[src/rtl/seq_pkg.sv]
package seq_pkg;
    typedef enum logic [1:0] {
        CFG_PATTERN = 2'd0,
        CFG_DWELL   = 2'd1,
        CFG_MASK    = 2'd2,
        CFG_LAST    = 2'd3
    } cfg_sel_e;
endpackage

[src/rtl/seq_edge_detect.sv]
module seq_edge_detect (
    input  logic clk,
    input  logic rst,
    input  logic sig_in,
    output logic rise
);
    typedef struct packed {
        logic prev;
    } edge_t;

    edge_t e_d, e_q;

    always_comb begin
        e_d      = e_q;
        e_d.prev = sig_in;
        rise     = sig_in & ~e_q.prev;
    end

    always_ff @(posedge clk) begin
        if (rst) e_q <= '0;
        else     e_q <= e_d;
    end
endmodule

[src/rtl/seq_cfg_store.sv]
module seq_cfg_store
    import seq_pkg::*;
#(
    parameter int WIDTH = 16,
    parameter int DEPTH = 8,
    parameter int TW    = 12,
    parameter int AW    = 3
) (
    input  logic             clk,
    input  logic             rst,
    input  logic             we,
    input  logic [1:0]       sel,
    input  logic [AW-1:0]    addr,
    input  logic [WIDTH-1:0] data,
    input  logic [AW-1:0]    pat_addr,
    input  logic [AW-1:0]    dwell_addr,
    output logic [WIDTH-1:0] pat_rd,
    output logic [TW-1:0]    dwell_rd,
    output logic [WIDTH-1:0] mask_q,
    output logic [AW-1:0]    last_q,
    output logic             last_wr
);
    typedef struct packed {
        logic [DEPTH-1:0][WIDTH-1:0] pat;
        logic [DEPTH-1:0][TW-1:0]    dwell;
        logic [WIDTH-1:0]            mask;
        logic [AW-1:0]               last;
    } store_t;

    store_t s_d, s_q;
    logic [AW-1:0] last_wval;

    always_comb begin
        s_d       = s_q;
        last_wr   = 1'b0;
        last_wval = (data[AW-1:0] == '0) ? AW'(1) : data[AW-1:0];
        if (we) begin
            case (cfg_sel_e'(sel))
                CFG_PATTERN: s_d.pat[addr]   = data;
                CFG_DWELL:   s_d.dwell[addr] = data[TW-1:0];
                CFG_MASK:    s_d.mask        = data;
                CFG_LAST: begin
                    s_d.last = last_wval;
                    last_wr  = 1'b1;
                end
                default: ;
            endcase
        end
    end

    always_ff @(posedge clk) begin
        if (rst) begin
            s_q      <= '0;
            s_q.last <= AW'(DEPTH - 1);
        end else begin
            s_q <= s_d;
        end
    end

    assign pat_rd   = s_q.pat[pat_addr];
    assign dwell_rd = s_q.dwell[dwell_addr];
    assign mask_q   = s_q.mask;
    assign last_q   = s_q.last;
endmodule

[src/rtl/seq_dwell_timer.sv]
module seq_dwell_timer #(
    parameter int TW = 12
) (
    input  logic          clk,
    input  logic          rst,
    input  logic          run,
    input  logic          tick,
    input  logic [TW-1:0] preset,
    output logic          expire
);
    typedef struct packed {
        logic [TW-1:0] count;
    } tmr_t;

    tmr_t t_d, t_q;
    logic [TW:0] count_inc;
    logic [TW:0] preset_eff;

    always_comb begin
        t_d        = t_q;
        count_inc  = {1'b0, t_q.count} + 1'b1;
        preset_eff = (preset == '0) ? (TW+1)'(1) : {1'b0, preset};
        expire     = run & tick & (count_inc >= preset_eff);
        if (!run || expire) t_d.count = '0;
        else if (tick)      t_d.count = count_inc[TW-1:0];
    end

    always_ff @(posedge clk) begin
        if (rst) t_q <= '0;
        else     t_q <= t_d;
    end
endmodule

[src/rtl/step_sequencer.sv]
module step_sequencer #(
    parameter int WIDTH = 16,
    parameter int DEPTH = 8,
    parameter int TW    = 12,
    localparam int AW   = $clog2(DEPTH)
) (
    input  logic             clk,
    input  logic             rst,
    input  logic             cfg_we,
    input  logic [1:0]       cfg_sel,
    input  logic [AW-1:0]    cfg_addr,
    input  logic [WIDTH-1:0] cfg_data,
    input  logic             run_en,
    input  logic             time_mode,
    input  logic             tick,
    input  logic             advance,
    input  logic [WIDTH-1:0] free_in,
    output logic [WIDTH-1:0] dout,
    output logic [AW-1:0]    position,
    output logic             done
);
    typedef struct packed {
        logic [AW-1:0]    pos;
        logic             done;
        logic [WIDTH-1:0] held;
    } seq_t;

    seq_t q_d, q_q;

    logic             adv_rise;
    logic             expire;
    logic             step;
    logic [AW-1:0]    next_pos;
    logic [WIDTH-1:0] pat_rd;
    logic [TW-1:0]    dwell_rd;
    logic [WIDTH-1:0] mask_q;
    logic [AW-1:0]    last_q;
    logic             last_wr;

    seq_edge_detect u_edge (
        .clk    (clk),
        .rst    (rst),
        .sig_in (advance),
        .rise   (adv_rise)
    );

    seq_cfg_store #(
        .WIDTH (WIDTH),
        .DEPTH (DEPTH),
        .TW    (TW),
        .AW    (AW)
    ) u_store (
        .clk        (clk),
        .rst        (rst),
        .we         (cfg_we & ~run_en),
        .sel        (cfg_sel),
        .addr       (cfg_addr),
        .data       (cfg_data),
        .pat_addr   (next_pos),
        .dwell_addr (q_q.pos),
        .pat_rd     (pat_rd),
        .dwell_rd   (dwell_rd),
        .mask_q     (mask_q),
        .last_q     (last_q),
        .last_wr    (last_wr)
    );

    seq_dwell_timer #(
        .TW (TW)
    ) u_timer (
        .clk    (clk),
        .rst    (rst),
        .run    (run_en & time_mode),
        .tick   (tick),
        .preset (dwell_rd),
        .expire (expire)
    );

    always_comb begin
        q_d      = q_q;
        step     = time_mode ? expire : adv_rise;
        next_pos = (q_q.pos >= last_q) ? AW'(1) : q_q.pos + 1'b1;
        if (last_wr) begin
            q_d.pos  = '0;
            q_d.done = 1'b0;
            q_d.held = '0;
        end else if (step) begin
            q_d.pos  = next_pos;
            q_d.done = (next_pos == last_q);
            q_d.held = pat_rd;
        end
    end

    always_ff @(posedge clk) begin
        if (rst) q_q <= '0;
        else     q_q <= q_d;
    end

    for (genvar b = 0; b < WIDTH; b++) begin : g_merge
        assign dout[b] = mask_q[b] ? q_q.held[b] : free_in[b];
    end

    assign position = q_q.pos;
    assign done     = q_q.done;
endmodule

[config.mk]
export PLATFORM = sky130hd
export DESIGN_NAME = step_sequencer
export DESIGN_NICKNAME = d
export VERILOG_FILES = /design/src/rtl/seq_pkg.sv /design/src/rtl/seq_edge_detect.sv /design/src/rtl/seq_cfg_store.sv /design/src/rtl/seq_dwell_timer.sv /design/src/rtl/step_sequencer.sv
export SDC_FILE = /design/constraint.sdc
export NUM_CORES = 1
export LEC_CHECK = 0
export ABC_AREA = 1
export BUFFER_PORTS_ARGS = -buffer_cell sky130_fd_sc_hd__buf_2
export CORE_ASPECT_RATIO = 1.25
export CORE_MARGIN = 1.5
export CORE_UTILIZATION = 35
export CTS_CLUSTER_DIAMETER = 100
export CTS_CLUSTER_SIZE = 8
export DETAILED_ROUTE_END_ITERATION = 8
export GPL_TIMING_DRIVEN = 0
export PLACE_DENSITY = 0.59
export SYNTH_ARGS = -nofsm -noshare
export SYNTH_HDL_FRONTEND = slang
export SYNTH_HIERARCHICAL = 1
export SYNTH_SLANG_ARGS = --single-unit
[constraint.sdc]
create_clock -name clk -period 4.6 [get_ports clk]
set_clock_uncertainty 0.2 [all_clocks]
set_input_delay 0.46 -clock clk [delete_from_list [all_inputs] [get_ports clk]]
set_output_delay 0.46 -clock clk [all_outputs]
set_load 0.1 [all_outputs]
### After elaboration in Yosys (flattened, before gate mapping)

Cells that the tools add are included.
W data, S select, Z words.

| word-level totals | value |
|---|---|
| output and inout port bits | 20 |
| register bits after elaboration | 276 |
| input port bits | 44 |
| logic and storage cells | 86 |

| cells by class | value |
|---|---|
| equality and inequality tests | 4 |
| bitwise operators | 7 |
| muxes and demuxes | 32 |
| add/subtract/negate cells | 2 |
| reductions and logical operators | 12 |
| magnitude comparators | 6 |

Operator list:

| kind | number |
|---|---|
| $bwmux W128 | 1 |
| $bwmux W96 | 1 |
| $bmux W16 S3 | 1 |
| $demux W16 S3 | 1 |
| $bmux W12 S3 | 1 |
| $demux W12 S3 | 1 |
| $mux W12 | 3 |
| $mux W16 | 2 |
| $mux W1 | 19 |
| $add A12 B1 Y13 const B | 1 |
| $ge A13 B13 Y1 | 1 |
| $logic_not A12 Y1 | 1 |
| $lt A3 B4 Y1 const B | 3 |
| $reduce_and A2 Y1 | 4 |
| $mux W3 | 2 |
| $and A1 B1 Y1 | 5 |
| $eq A2 B2 Y1 const B | 2 |
| $reduce_or A2 Y1 | 2 |
| $add A3 B1 Y3 const B | 1 |
| $eq A3 B3 Y1 | 1 |
| $ge A3 B1 Y1 const B | 1 |
| $ge A3 B3 Y1 | 1 |
| $logic_not A3 Y1 | 1 |
| $eq A2 B1 Y1 const B | 1 |
| 5 further kinds | 6 |

### Logic depth before layout (Yosys ltp)

Gate-level depths: netlist of the first run.

| logic depth | value |
|---|---|
| depth in word-level cells | 8 |
| mapped depth | 27 |
| mapped depth without buffers | 26 |

### Cells and area by module

The synthesis of the first run kept the hierarchy.

By module, submodules not included:

| module | area each (sq um) | sequential area each (sq um) | instances | cells an instance |
|---|---|---|---|---|
| seq_cfg_store | 12,298.0 | 4,864.7 | 1 | 2,064 |
| step_sequencer | 1,213.7 | 400.4 | 1 | 160 |
| seq_dwell_timer | 1,131.1 | 240.2 | 1 | 169 |
| seq_edge_detect | 31.3 | 20.0 | 1 | 4 |

### Worst setup path before layout of the first run

OpenSTA, ideal clock, no wires.

| path | value |
|---|---|
| path type | register to register |
| start point | register q_q (netlist bit position[0]) |
| end point | register q_q[6] (netlist bit) |
| clock period less this slack | 3.204 ns |
| path buffers | 3 |
| setup slack | 1.396 ns |
| library setup time | 0.118 ns |
| data arrival time | 2.886 ns |
| cell stages (with the launch flop) | 27 |
| required time | 4.282 ns |
| cells stage by stage | dfxtp_1 > buf_2 > buf_1 > nand2_1 > nand3_1 > nand2_1 > nand2_1 > nand2_1 > nor4_1 > a41o_1 > ha_1 > inv_1 > nor2_1 > nand2_1 > nor2_1 > nor2_1 > nand2_1 > nand2_1 > nand2_1 > nand2_2 > nor2_1 > inv_1 > nand2_2 > o21ai_4 > buf_8 > o21ai_1 > a21oi_2 |

| between the ends | value |
|---|---|
| cells in the longest elaborated chain, start to end | 7 |
| elaborated cells on any way between the ends | 12 |
| those cells by class | 1 x add/sub; 2 x order compare; 7 x mux; 1 x bitwise; 1 x reduce/logical |

RTL lines:

| item | RTL line | RTL |
|---|---|---|
| start, declared | step_sequencer.sv:28 | `seq_t q_d, q_q;` |
| start signal, assigned | step_sequencer.sv:96 | `else q_q <= q_d;` |
| $bmux W12 S3 * | seq_cfg_store.sv:61 | `assign dwell_rd = s_q.dwell[dwell_addr];` |
| $mux W12 (not written as such) * | seq_cfg_store.sv:61 |  |
| named net dwell_rd[4] | step_sequencer.sv:35 | `logic [TW-1:0] dwell_rd;` |
| $logic_not A12 Y1 | seq_dwell_timer.sv:22 | `preset_eff = (preset == '0) ? (TW+1)'(1) : {1'b0, preset};` |
| $mux W12 * | seq_dwell_timer.sv:22 |  |
| $ge A13 B13 Y1 * | seq_dwell_timer.sv:23 | `expire = run & tick & (count_inc >= preset_eff);` |
| $and A1 B1 Y1 * | seq_dwell_timer.sv:23 |  |
| named net expire | step_sequencer.sv:31 | `logic expire;` |
| $mux W1 * | step_sequencer.sv:81 | `step = time_mode ? expire : adv_rise;` |

The timed path passes the listed nets; every way through them passes the cells marked *. The select of a mux whose other input is x is not followed.
A chain may end at the register's enable or synchronous reset.

### Worst setup path after layout of the first run

| path | value |
|---|---|
| start point | register q_q (netlist bit position[1]) |
| end point | register q_q[15] (netlist bit) |

Same word-level chain as after synthesis.

==> metrics, run 1 <==
hpwl dp 35.93 mm; static leakage 7.561 nW; Distinct cells, synth 39; Post-synth top cells nand2_1, nor2_1, dfxtp_1, inv_1, nand3_1; Syn Nets 2458; Setup TNS 0 ps; CP max stage cell clkbuf_1; worst vdd ir 0.0002292 V; Iter 0 DRT Violations 960; vias 14420; DRT antenna net count 0; GP Congestion 0.9338; most common cell in the synthesized netlist nand2_1; ys async rst share 0%; Min Clock Period, post-route 4151 ps; required time of the critical path 4810 ps; fill cell count 4466; Post-Route WL 49.30 mm; gr usage total 23.02%; gr ovfl total 0; Crit Path Max Fanout 10; Mapped Cells 2397; Via density 4.718; Avg Synthesized Cell Area 6.122 um2; CTS tree built; cells taking the most area after synthesis dfxtp_1, nand2_1, nor2_1, inv_1, nand3_1; post-synthesis register bit count 276; CTS sink cnt 276; CP max stage delay 500 ps; number of I/O port buffers 59; worst min-delay path class input port to register; CTS clock-pin slew for the worst setup and hold paths 50 ps; mapped cell area 0.01467 mm2; CP dominant cell by count nand2_1; CTS Buffer Depth 3; Post-synth top flop dfxtp_1; PD cells 366.2 mW/mm2; sequential-to-total area share from yosys stat 37.65%; initial core utilization 35.59%; largest net degree at the start of global routing 11; Die Footprint 0.04317 mm2; Synth top area share 37.65%; TritonCTS Buffers 40; wire length per cell 16.13 um; chip height 231.9 um; Final Hold Viols 0; Slew headroom 13.16%; number of flops mapped to enable cells by yosys 0; Final Cycle Share 90.25%; FP Rows 83; vias in the first global route 13510; Area growth, synth to finish 14.23%; I/O pin cnt 64; final setup fails 0; DRC Markers 0; actual slew at the worst max-slew pin 1303 ps; Max Cap Viol 0; Max Slew Vio Count 0; setup repair after global routing missed its margin no; Die Wd 186.1 um; CP Launch Type register; initial antenna violation count 3; worst path cell trace clkbuf_1 -> clkbuf_1 -> nand3_1 -> nand2_1 -> nand2_1 -> nand2_1 -> nor4_1 -> a41o_1 -> ha_1 -> inv_1 -> nor2_1 -> nand2_1 -> nor2_1 -> nor2_1 -> nand2_1 -> nand2_1 -> nand2_1 -> nand2_2 -> nor2_1 -> inv_1 -> nand2_2 -> o21ai_4 -> o21ai_0 -> a21oi_1; f_max 240.9 MHz; leading area contributor after synthesis dfxtp_1; Data arrival, critical path 4360 ps; later-pin clock latency in the skew report 540 ps; share of cells above drive strength 1 10.31%; Final nets 2561; final worst slack 448.6 ps; global-route wire length before repair 75.22 mm; H-Tree Level Count 2; CTS Root Cell clkbuf_16; Crit Path Category register to register; pre-CTS setup slack 447.0 ps; Ys Warns 6; Worst setup EP type register; core area 0.04123 mm2; status finished, final reports clean; hold_ws 27.28 ps; Initial DRT Pass Iterations 8
registers in the layout (all words and copies together), names as in the netlist:
| signal | cells |
|---|---|
| u_edge/e_q | 1 |
| u_timer/t_q | 12 |
| u_store/last_q | 3 |
| q_q | 16 |
| done | 1 |
| u_store/mask_q | 16 |
| u_store/s_q | 224 |
| position | 3 |
power by group:
part	leakage, nW	total [mW]	switching [mW]	internal [mW]
Sequential	2.23	2.46	0.0241	2.44
Combinational	4.80	1.00	0.741	0.259
Clock	0.528	2.68	1.06	1.62
Total	7.56	6.14	1.83	4.31
what timing repair did:
item | in CTS | in global routing
hold endpoints to repair | 1 | 0
resized for setup | 0 | 1
hold buffers | 2 | 0
endpoints found under the setup margin | 0 | 1
buffers inserted | 0 | 0
worst max-delay path, delay by kind of cell, from the launching register on:
| family | cells | cell delay, ps |
|---|---|---|
| simple gates | 15 | 1380 |
| buf+inv | 4 | 970 |
| compound gates | 4 | 770 |
| flops | 1 | 420 |
| fa+ha+maj | 1 | 280 |
per-layer routing:
| layer | up-vias | track usage (%) | share of wire, % |
|---|---|---|---|
| met1 | 6554 | 27.19 | 41 |
| met4 | 0 | 11.62 | 5.2 |
| met3 | 120 | 3.184 | 5.1 |
| li1 | 7368 | - | - |
| met2 | 380 | 40.31 | 49 |
| met5 | - | 0 | 0 |
per-stage QoR:
step	std cells	area (um2)	util [%]	total power, mW
after global placement	3008	15660	37.98	3.492
after detailed placement	3008	15660	37.98	3.497
final	3057	16760	40.66	6.138
after global routing	3055	16760	40.65	6.380
after floorplan	2397	14670	-	3.190
after CTS	3054	16750	40.64	6.192
final timing paths:
check	slack [ps]	start	cells after the start	end
max	450	position[1]	24	q_q[15]
min	30	rst	3	u_store/last_q[0]
max reg2reg	450	position[1]	24	q_q[15]
min reg2reg	250	q_q[11]	2	q_q[11]
layout by cell type (no fill, tap or decap), drive strengths merged:
master | synthesis | layout
a21o | 1 | 1
a21oi | 57 | 57
a41o | 1 | 1
and2 | 1 | 1
buf | 109 | 167
bufinv | 0 | 1
clkbuf | 48 | 90
clkinv | 17 | 17
dfxtp | 276 | 276
diode | 0 | 3
dlygate4sd3 | 0 | 2
ha | 17 | 17
inv | 243 | 245
mux2i | 3 | 3
nand2 | 857 | 857
nand3 | 181 | 181
nand4 | 4 | 4
nor2 | 520 | 520
nor3 | 4 | 4
nor4 | 2 | 2
o211ai | 2 | 2
o21ai | 45 | 45
xnor2 | 1 | 1
xor2 | 8 | 8
cell type report:
class                      count  area [um2]  area share (%)
multi-input combinational   1704        7348           43.84
tap                          552       690.7           4.120
buffer                       157       825.8           4.926
sequential                   276        5525           32.96
clock inverter                 3       47.55          0.2836
inverter                     260       975.9           5.822
timing repair buffer          61       315.3           1.881
antenna                        3       7.507         0.04479
clock buffer                  41        1026           6.121
cells by family (layout without fill, tap and decap cells):
logic type               after synthesis  after routing  synth area share, %
flip-flops                           276            276                37.65
AO/OA/AOI/OAI                        106            106                4.314
other                                  0              3                    0
AND/OR/NAND/NOR                     1569           1569                43.52
XOR/XNOR                               9              9               0.5884
adder cells (fa/ha/maj)               17             17                1.449
multiplexers                           3              3               0.2046
buffers and inverters                417            522                12.27
Note: power is estimated with default switching activity, not from simulation.
==> run 2, diff against run 1 <==
CTS_BUF_LIST = sky130_fd_sc_hd__clkbuf_8   (was unset)
==> metrics, run 2 (synthesis gave the netlist of run 1 again) <==
commonest non-fill, non-tap cell in the layout nand2_1 (unchanged); Final Cycle Share 91.36% (was 90.25%); Initial DRT Pass Iterations 5 (was 8); Post-Route WL 49.14 mm (was 49.30 mm); required time of the critical path 4840 ps (was 4810 ps); CTS Root Cell clkbuf_8 (was clkbuf_16); Int Power 3.541 mW (was 4.311 mW); CTS tree built (unchanged); Slew headroom 14.21% (was 13.16%); Setup TNS 0 ps (unchanged); wire length per cell 16.07 um (was 16.13 um); CTS sink cnt 276 (unchanged); largest net degree at the start of global routing 11 (unchanged); FP Rows 83 (unchanged); hpwl dp 35.93 mm (unchanged); Final nets 2562 (was 2561); Finished Core Util 39.56% (was 40.66%); Reg-to-Reg End q_q[15] (unchanged); gr ovfl total 0 (unchanged); Final Hold Viols 0 (unchanged); Psw 1.706 mW (was 1.826 mW); H-Tree Level Count 2 (unchanged); Max Slew Vio Count 0 (unchanged); vias 14370 (was 14420); CP delay by family, top simple AND/OR/NAND/NOR gates (unchanged); fill cell count 4533 (was 4466); gr usage total 22.89% (was 23.02%); Gate power share 19.1% (was 16.3%); core area 0.04123 mm2 (unchanged); Via density 4.699 (was 4.718); number of flip-flops in the largest register 224 (unchanged); PD cells 321.7 mW/mm2 (was 366.2 mW/mm2); Placed Instances 3008 (unchanged); Power Total 5.247 mW (was 6.138 mW); vias in the first global route 13480 (was 13510); GP Congestion 0.9338 (unchanged); Clk pwr share 34.1% (was 43.6%); CTS clock-pin slew for the worst setup and hold paths 70 ps (was 50 ps); final setup fails 0 (unchanged); Die Wd 186.1 um (unchanged); CTS Buffer Depth 3 (unchanged); CP max stage delay 500 ps (about the same); FF-to-FF path depth 24 (unchanged); Iter 0 DRT Violations 901 (was 960); sequential share of power 46.8% (was 40.1%); Reg area 0.005525 mm2 (unchanged); CP max stage cell clkbuf_1 (unchanged); global-route wire length before repair 74.85 mm (was 75.22 mm); I/O pin cnt 64 (unchanged); crit path to q_q[15] (unchanged); CP Launch Type register (unchanged); R2R Setup Slk 400 ps (was 450 ps); Min Clock Period, post-route 4203 ps (was 4151 ps); DRT antenna net count 0 (unchanged); worst path cell trace clkbuf_1 -> clkbuf_1 -> nand3_1 -> nand2_1 -> nand2_1 -> nand2_1 -> nor4_1 -> a41o_1 -> ha_1 -> inv_1 -> nor2_1 -> nand2_1 -> nor2_1 -> nor2_1 -> nand2_1 -> nand2_1 -> nand2_1 -> nand2_2 -> nor2_1 -> inv_1 -> nand2_2 -> o21ai_4 -> o21ai_0 -> a21oi_1 (unchanged); number of I/O port buffers 59 (unchanged); worst min-delay path class input port to register (unchanged); initial antenna violation count 3 (unchanged); Crit Path Category register to register (unchanged); initial core utilization 35.59% (unchanged); status finished, final reports clean (unchanged); TritonCTS Buffers 40 (unchanged); chip height 231.9 um (unchanged); hold path depth 3 (unchanged); most frequent cells in the layout nand2_1, nor2_1, dfxtp_1, inv_1, nand3_1 (unchanged); critical path depth in cells 24 (unchanged); later-pin clock latency in the skew report 570 ps (was 540 ps); share of cells above drive strength 1 10.35% (was 10.31%); static leakage 7.349 nW (was 7.561 nW); Switching Share 32.51% (was 29.75%); setup repair after global routing missed its margin no (unchanged); CP bufs+invs 4 (unchanged); hold_ws 73.30 ps (was 27.28 ps); Reg-to-Reg Start position[1] (unchanged); Worst Setup SP position[1] (unchanged); Die Footprint 0.04317 mm2 (unchanged); actual slew at the worst max-slew pin 1287 ps (was 1303 ps); Worst setup EP type register (unchanged); DRC Markers 0 (unchanged); CP dominant cell by count nand2_1 (unchanged); Crit Path Max Fanout 10 (unchanged); Data arrival, critical path 4450 ps (was 4360 ps); Area growth, synth to finish 11.14% (was 14.23%); f_max 237.9 MHz (was 240.9 MHz); worst vdd ir 0.0001683 V (was 0.0002292 V); area of the multi-input gates 0.007348 mm2 (unchanged); Finished Layout Cells 3058 (was 3057); Max Cap Viol 0 (unchanged); Biggest register u_store/s_q (unchanged); post-CTS setup buffers 0 (unchanged)
-- run 2: cell count changes in the layout (fill, tap and decap cells not counted), sizes merged --
| cell | before | now |
|---|---|---|
| inv | 245 | 243 |
| buf | 167 | 166 |
| dlygate4sd3 | 2 | 3 |
| clkinvlp | 0 | 2 |
| clkbuf | 90 | 91 |
-- run 2: per-layer routing --
metal  vias up  share of wire, %  track usage [%]
met3       111               4.8            3.043
met4         0               4.5            11.11
met2       381                49            40.42
li1       7354                 -                -
met1      6523                41            27.01
met5         -                 0                0
-- run 2: metrics by stage --
stage                     area, um2  setup slack [ps]
after floorplan               14670              1396
after global placement        15660             459.4
after detailed placement      15660             447.0
after CTS                     16300             422.0
after global routing          16300             17.47
final                         16310             397.4
-- run 2: layout make-up --
| cell class | instances | area share, % |
|---|---|---|
| Sequential cell | 276 | 33.88 |
| Timing Repair Buffer | 62 | 1.995 |
| Tap cell | 552 | 4.235 |
| Clock inverter | 3 | 0.2762 |
| Clock buffer | 41 | 3.460 |
| Multi-Input combinational cell | 1704 | 45.06 |
| Buffer | 157 | 5.071 |
| Antenna cell | 3 | 0.04603 |
| Inverter | 260 | 5.984 |
-- run 2: power by group through the flow --
stage | sequential [mW] | clock, mW | combinational [mW]
6_report | 2.45 | 1.79 | 1.00
3_5_place_dp | 2.51 | 0 | 0.990
2_1_floorplan | 2.50 | 0 | 0.686
4_1_cts | 2.45 | 1.84 | 0.996
5_1_grt | 2.46 | 1.93 | 1.09
3_3_place_gp | 2.51 | 0 | 0.986
-- run 2: how the worst min path moves through the flow --
stage            start             end  slack, ps
2_1_floorplan  q_q[15]         q_q[15]        230
3_3_place_gp   q_q[11]         q_q[11]        250
3_5_place_dp   q_q[11]         q_q[11]        250
4_1_cts           tick  u_timer/t_q[1]         40
5_1_grt           tick  u_timer/t_q[1]         60
6_report          tick  u_timer/t_q[1]         70
-- run 2: repair_timing --
item,CTS,global route
resized for setup,0,2
hold buffers,3,0
setup endpoints to repair,0,3
endpoints found under the hold margin,2,0
-- run 2: worst min-delay path, delay by kind of cell --
family                 cells  cell delay (ps)
buffers and inverters      1              150
muxes                      1              100
and+or+nand+nor            1               90
